[src/rtl/trap_seq_pkg.sv]
package trap_seq_pkg;
  localparam int unsigned TT_W      = 8;
  localparam int unsigned SLOT_LSB  = 4;
  localparam logic [TT_W-1:0] TT_MISALIGN = 8'h07;

  typedef enum logic [1:0] {
    ACT_NONE  = 2'd0,
    ACT_RESET = 2'd1,
    ACT_ENTER = 2'd2,
    ACT_ERROR = 2'd3
  } trap_act_e;
endpackage

[src/rtl/trap_classify.sv]
module trap_classify
  import trap_seq_pkg::*;
(
  input  logic            reset_req_i,
  input  logic            trap_req_i,
  input  logic            trap_sync_i,
  input  logic [TT_W-1:0] trap_type_i,
  input  logic            align_fault_i,
  input  logic            et_i,
  input  logic            err_q_i,
  output trap_act_e       act_o,
  output logic [TT_W-1:0] eff_tt_o
);
  logic any_trap, is_sync;

  assign any_trap = trap_req_i | align_fault_i;
  assign is_sync  = align_fault_i | trap_sync_i;
  assign eff_tt_o = align_fault_i ? TT_MISALIGN : trap_type_i;

  always_comb begin
    act_o = ACT_NONE;
    if (reset_req_i)             act_o = ACT_RESET;
    else if (err_q_i)            act_o = ACT_NONE;
    else if (any_trap && et_i)   act_o = ACT_ENTER;
    else if (any_trap && is_sync) act_o = ACT_ERROR;
  end
endmodule

[src/rtl/trap_tbr.sv]
module trap_tbr
  import trap_seq_pkg::*;
#(
  parameter int unsigned XLEN   = 32,
  localparam int unsigned BASE_W = XLEN - TT_W - SLOT_LSB
) (
  input  logic              clk_i,
  input  logic              rst_ni,
  input  logic              base_we_i,
  input  logic [BASE_W-1:0] base_i,
  input  logic              tt_we_i,
  input  logic [TT_W-1:0]   tt_i,
  output logic [BASE_W-1:0] base_nxt_o,
  output logic [XLEN-1:0]   tbr_o
);
  logic [BASE_W-1:0] base_q;
  logic [TT_W-1:0]   tt_q;

  assign base_nxt_o = base_we_i ? base_i : base_q;
  assign tbr_o      = {base_q, tt_q, {SLOT_LSB{1'b0}}};

  always_ff @(posedge clk_i or negedge rst_ni) begin
    if (!rst_ni) begin
      base_q <= '0;
      tt_q   <= '0;
    end else begin
      base_q <= base_nxt_o;
      if (tt_we_i) tt_q <= tt_i;
    end
  end
endmodule

[src/rtl/trap_state_calc.sv]
module trap_state_calc
  import trap_seq_pkg::*;
#(
  parameter int unsigned XLEN  = 32,
  parameter int unsigned NWIN  = 8,
  localparam int unsigned CWP_W  = (NWIN > 1) ? $clog2(NWIN) : 1,
  localparam int unsigned BASE_W = XLEN - TT_W - SLOT_LSB
) (
  input  logic              is_reset_i,
  input  logic              s_i,
  input  logic              ps_i,
  input  logic [CWP_W-1:0]  cwp_i,
  input  logic [BASE_W-1:0] base_i,
  input  logic [TT_W-1:0]   tt_i,
  output logic [XLEN-1:0]   pc_o,
  output logic [XLEN-1:0]   npc_o,
  output logic              et_o,
  output logic              s_o,
  output logic              ps_o,
  output logic [CWP_W-1:0]  cwp_o
);
  logic [CWP_W-1:0] cwp_dec;
  logic [XLEN-1:0]  vec;

  generate
    if ((NWIN & (NWIN - 1)) == 0) begin : g_pow2
      assign cwp_dec = cwp_i - 1'b1;
    end else begin : g_wrap
      assign cwp_dec = (cwp_i == '0) ? CWP_W'(NWIN - 1) : cwp_i - 1'b1;
    end
  endgenerate

  assign vec = {base_i, tt_i, {SLOT_LSB{1'b0}}};

  always_comb begin
    et_o = 1'b0;
    s_o  = 1'b1;
    if (is_reset_i) begin
      pc_o  = '0;
      npc_o = XLEN'(4);
      ps_o  = ps_i;
      cwp_o = cwp_i;
    end else begin
      pc_o  = vec;
      npc_o = vec + XLEN'(4);
      ps_o  = s_i;
      cwp_o = cwp_dec;
    end
  end
endmodule

[src/rtl/trap_entry_ctrl.sv]
module trap_entry_ctrl
  import trap_seq_pkg::*;
#(
  parameter int unsigned XLEN = 32,
  parameter int unsigned NWIN = 8,
  localparam int unsigned CWP_W  = (NWIN > 1) ? $clog2(NWIN) : 1,
  localparam int unsigned BASE_W = XLEN - TT_W - SLOT_LSB
) (
  input  logic              clk_i,
  input  logic              rst_ni,
  input  logic              reset_req_i,
  input  logic              trap_req_i,
  input  logic              trap_sync_i,
  input  logic [TT_W-1:0]   trap_type_i,
  input  logic              align_fault_i,
  input  logic [XLEN-1:0]   pc_i,
  input  logic [XLEN-1:0]   npc_i,
  input  logic              et_i,
  input  logic              s_i,
  input  logic              ps_i,
  input  logic [CWP_W-1:0]  cwp_i,
  input  logic              tbr_base_we_i,
  input  logic [BASE_W-1:0] tbr_base_i,
  output logic              upd_o,
  output logic [XLEN-1:0]   pc_o,
  output logic [XLEN-1:0]   npc_o,
  output logic              et_o,
  output logic              s_o,
  output logic              ps_o,
  output logic [CWP_W-1:0]  cwp_o,
  output logic              loc_we_o,
  output logic [CWP_W-1:0]  loc_win_o,
  output logic [XLEN-1:0]   loc1_data_o,
  output logic [XLEN-1:0]   loc2_data_o,
  output logic [XLEN-1:0]   tbr_o,
  output logic              err_mode_o
);
  trap_act_e         act;
  logic [TT_W-1:0]   eff_tt;
  logic [BASE_W-1:0] base_nxt;
  logic [XLEN-1:0]   nx_pc, nx_npc;
  logic              nx_et, nx_s, nx_ps;
  logic [CWP_W-1:0]  nx_cwp;
  logic              is_enter, is_reset;

  assign is_enter = (act == ACT_ENTER);
  assign is_reset = (act == ACT_RESET);

  trap_classify u_cls (
    .reset_req_i  (reset_req_i),
    .trap_req_i   (trap_req_i),
    .trap_sync_i  (trap_sync_i),
    .trap_type_i  (trap_type_i),
    .align_fault_i(align_fault_i),
    .et_i         (et_i),
    .err_q_i      (err_mode_o),
    .act_o        (act),
    .eff_tt_o     (eff_tt)
  );

  trap_tbr #(.XLEN(XLEN)) u_tbr (
    .clk_i     (clk_i),
    .rst_ni    (rst_ni),
    .base_we_i (tbr_base_we_i),
    .base_i    (tbr_base_i),
    .tt_we_i   (is_enter),
    .tt_i      (eff_tt),
    .base_nxt_o(base_nxt),
    .tbr_o     (tbr_o)
  );

  trap_state_calc #(.XLEN(XLEN), .NWIN(NWIN)) u_calc (
    .is_reset_i(is_reset),
    .s_i       (s_i),
    .ps_i      (ps_i),
    .cwp_i     (cwp_i),
    .base_i    (base_nxt),
    .tt_i      (eff_tt),
    .pc_o      (nx_pc),
    .npc_o     (nx_npc),
    .et_o      (nx_et),
    .s_o       (nx_s),
    .ps_o      (nx_ps),
    .cwp_o     (nx_cwp)
  );

  always_ff @(posedge clk_i or negedge rst_ni) begin
    if (!rst_ni) begin
      upd_o       <= 1'b0;
      loc_we_o    <= 1'b0;
      err_mode_o  <= 1'b0;
      pc_o        <= '0;
      npc_o       <= '0;
      et_o        <= 1'b0;
      s_o         <= 1'b0;
      ps_o        <= 1'b0;
      cwp_o       <= '0;
      loc_win_o   <= '0;
      loc1_data_o <= '0;
      loc2_data_o <= '0;
    end else begin
      upd_o    <= is_enter | is_reset;
      loc_we_o <= is_enter;
      if (is_reset)              err_mode_o <= 1'b0;
      else if (act == ACT_ERROR) err_mode_o <= 1'b1;
      if (is_enter | is_reset) begin
        pc_o  <= nx_pc;
        npc_o <= nx_npc;
        et_o  <= nx_et;
        s_o   <= nx_s;
        ps_o  <= nx_ps;
        cwp_o <= nx_cwp;
      end
      if (is_enter) begin
        loc_win_o   <= nx_cwp;
        loc1_data_o <= pc_i;
        loc2_data_o <= npc_i;
      end
    end
  end
endmodule

[config.mk]
export PLATFORM = sky130hd
export DESIGN_NAME = trap_entry_ctrl
export DESIGN_NICKNAME = d
export VERILOG_FILES = /design/src/rtl/trap_seq_pkg.sv /design/src/rtl/trap_classify.sv /design/src/rtl/trap_tbr.sv /design/src/rtl/trap_state_calc.sv /design/src/rtl/trap_entry_ctrl.sv
export SDC_FILE = /design/constraint.sdc
export NUM_CORES = 1
export LEC_CHECK = 0
export BUFFER_PORTS_ARGS = -buffer_cell sky130_fd_sc_hd__buf_2
export CELL_PAD_IN_SITES_DETAIL_PLACEMENT = 0
export CELL_PAD_IN_SITES_GLOBAL_PLACEMENT = 1
export CORE_MARGIN = 1
export CORE_UTILIZATION = 34
export CTS_CLUSTER_SIZE = 20
export DETAILED_ROUTE_END_ITERATION = 8
export PLACE_DENSITY_LB_ADDON = 0.1
export SYNTH_ARGS = -nofsm -noshare
export SYNTH_HDL_FRONTEND = slang
export SYNTH_SLANG_ARGS = --single-unit
[constraint.sdc]
create_clock -name clk_i -period 4.5 [get_ports clk_i]
set_input_delay 0.9 -clock clk_i [delete_from_list [all_inputs] [get_ports clk_i]]
set_output_delay 0.9 -clock clk_i [all_outputs]
set_load 0.1 [all_outputs]
==> reports/results.ini <==
[route]
drc=0
routedWlPerCell_um=15.46
antenna_left=0
first_pass_iters=4
initialDrtViolationCount=128
wl_mm=12.88
vias=3721
routed_via_density=4.467

[layout]
final_cell_area_um2=7179
instances_no_fill=833
drive_gt1_share_pct=62.84
final_cell_mix=263 x buf_2, 131 x dfrtp_1, 86 x mux2_2
area_growth_pct=34.79
layout_commonest_cell=buf_2
seqCellArea_um2=3278
fillCellCount=1414
fin_nets=716
multi_input_area_um2=1669

[synthesis]
synthesis.area_um2=5326
syn_area_per_cell_um2=14.40
ys_types=29
synth_area_leaders=dfrtp_1 62%, mux2_2 18%, buf_4 5.8%
synth_top_area_cell=dfrtp_1
synth_top_area_share_pct=61.55
ys_ff_latch=131
yosys_warnings=0
synth_cells=370
yosysSeqAreaShare_pct=61.55

[clocking]
worstSkewPairLatency_ns=0.41
cts_hold_buf=0
cts_resized=0
post_cts_buffers=0
root_buffer=clkbuf_16
cts_buffer_depth=2
cts.sinks=131
clkSlewWorstSetupHoldPaths_ns=0.06
cts_tree=yes
cts_buffers=17
htree_levels=4

[sta]
rsz0062_at_grt=no
fmax_mhz=367.8
postLayoutSetupSlackWorst_ns=1.781
max-slew-margin-rel_pct=28.38
layout_min_cycle_time_ns=2.719
finalHoldViolations=0
finalMaxSlewViolations=0
fin_setup_tns_ns=0
fin_worst_skew_ns=0.004634
tightest_slew_ns=1.074
fin_crit_sh_pct=60.41
setup_violations=0

[die]
dieHeight_um=127.2
fp.dieW_um=127.2
initial_core_util_pct=34.91
core_area_um2=15260
ios=277
num_rows=45
dieArea_um2=16170

[global_route]
track_usage_pct=16.77
grt_max_degree=100
grt_pass1_vias=3845
antenna_found_initial=3
gr-total-overflow=0
grt_pass1_wl_mm=20.29

[worst_setup_path]
critPathMaxFanout=40
cpPeakStageDelay_ns=0.86
startpoint=align_fault_i
path_cells=buf_2 > a21oi_1 > o31a_1 > ha_4 > nor2_2 > a22o_1
path_class=input pin to flip-flop
crit_slowest_cell=nor2_2
endpoint_kind=flip-flop
crit_required_ns=4.84
r2r_start=err_mode_o$_DFFE_PN0P_
start_kind=input pin
arrival_ns=3.06

[placed_design]
port_buffers=264
preCtsSetupSlack_ns=1.273
place_area_um2=6569
place_hpwl_mm=9.067
place_congestion=0.7301
placedCellCount=798

[run]
cap_violations=0

[worst_hold_path]
hp-start=ps_o$_DFFE_PN0P_
min_path_type=flip-flop to flip-flop

[outcome]
outcome=finished, final reports clean

-- logic make-up (layout without fill, tap and decap cells) --
family                   count (synthesis)  count (layout)  synth area share (%)
adder cells (fa/ha/maj)                  5               5                 1.175
multiplexers                            91              91                 19.40
other                                    1              15               0.07040
AND/OR/NAND/NOR                         32              32                 3.171
buffers and inverters                   65             303                 8.128
AO/OA/AOI/OAI                           44              44                 6.343
flip-flops                             131             131                 61.55
XOR/XNOR                                 1               1                0.1645
-- state kept, by name, indices dropped and copies added, names as in the netlist --
register	cells
pc_o	27
loc2_data_o	32
cwp_o	3
loc1_data_o	32
u_tbr.base_q	20
err_mode_o	1
npc_o	2
u_tbr.tt_q	8
ps_o	1
loc_win_o	3
loc_we_o	1
upd_o	1
-- path summary, 6_finish.rpt --
kind	to	slack, ns	cells after the start
setup / recovery	pc_o[13]$_DFFE_PN0P_	1.78	6
hold / removal	ps_o$_DFFE_PN0P_	0.49	2
setup reg to reg	pc_o[13]$_DFFE_PN0P_	2.14	4
hold reg to reg	ps_o$_DFFE_PN0P_	0.49	2
max in group asynchronous	u_tbr.base_q[0]$_DFF_PN0_	2.89	2
min in group asynchronous	u_tbr.tt_q[2]$_DFFE_PN0N_	0.55	1
-- per-layer routing --
metal  global-route usage (%)  routed length (um)  vias up
met5                        0                   0        -
met4                    7.773                 197        0
met3                    7.705                1235       14
met2                    26.21                6037      181
met1                    19.68                5410     1805
li1                         -                   -     1721
-- layout make-up --
cell class	instances	share of cell area [%]
Multi-Input combinational cell	185	23.25
Timing Repair Buffer	265	18.60
Inverter	6	0.3137
Antenna cell	3	0.1046
Tap cell	211	3.677
Clock buffer	19	6.169
Sequential cell	131	45.66
Clock inverter	13	2.231
-- per-stage QoR --
stage | utilization [%] | hold slack (ns)
after detailed placement | 43.05 | 0.4750
after floorplan | - | 0.6044
after global placement | 43.05 | 0.4690
final | 47.05 | 0.4851
after global routing | 47.04 | 0.5221
after CTS | 47.00 | 0.4892
-- Yosys cell counts --
cell       instances
nor2_2             1
buf_4             41
a21oi_1            4
or4b_1             1
inv_1              6
ha_1               5
or2_2              2
buf_6              2
a22o_1            25
o21a_1             2
o31a_1             1
nor2_1             8
o31ai_1            1
nand2_1            8
dfrtp_1          131
o311ai_0           1
mux2_4             3
mux2_2            86
o211ai_1           1
nor2b_1            7
o21ai_0            6
buf_2             16
nand4bb_1          1
o221ai_1           1
mux2i_1            2
nand2b_1           4
xor2_1             1
conb_1             1
a31oi_1            2
-- worst max-delay path: cells and delay by family --
family	cells	cell delay (ns)
buf+inv	1	0.22
compound gates	3	0.65
fa+ha+maj	1	0.41
simple gates	1	0.86
Power is not shown: default switching activity piles up to over one toggle a cycle in this logic, so the estimate is an artifact.
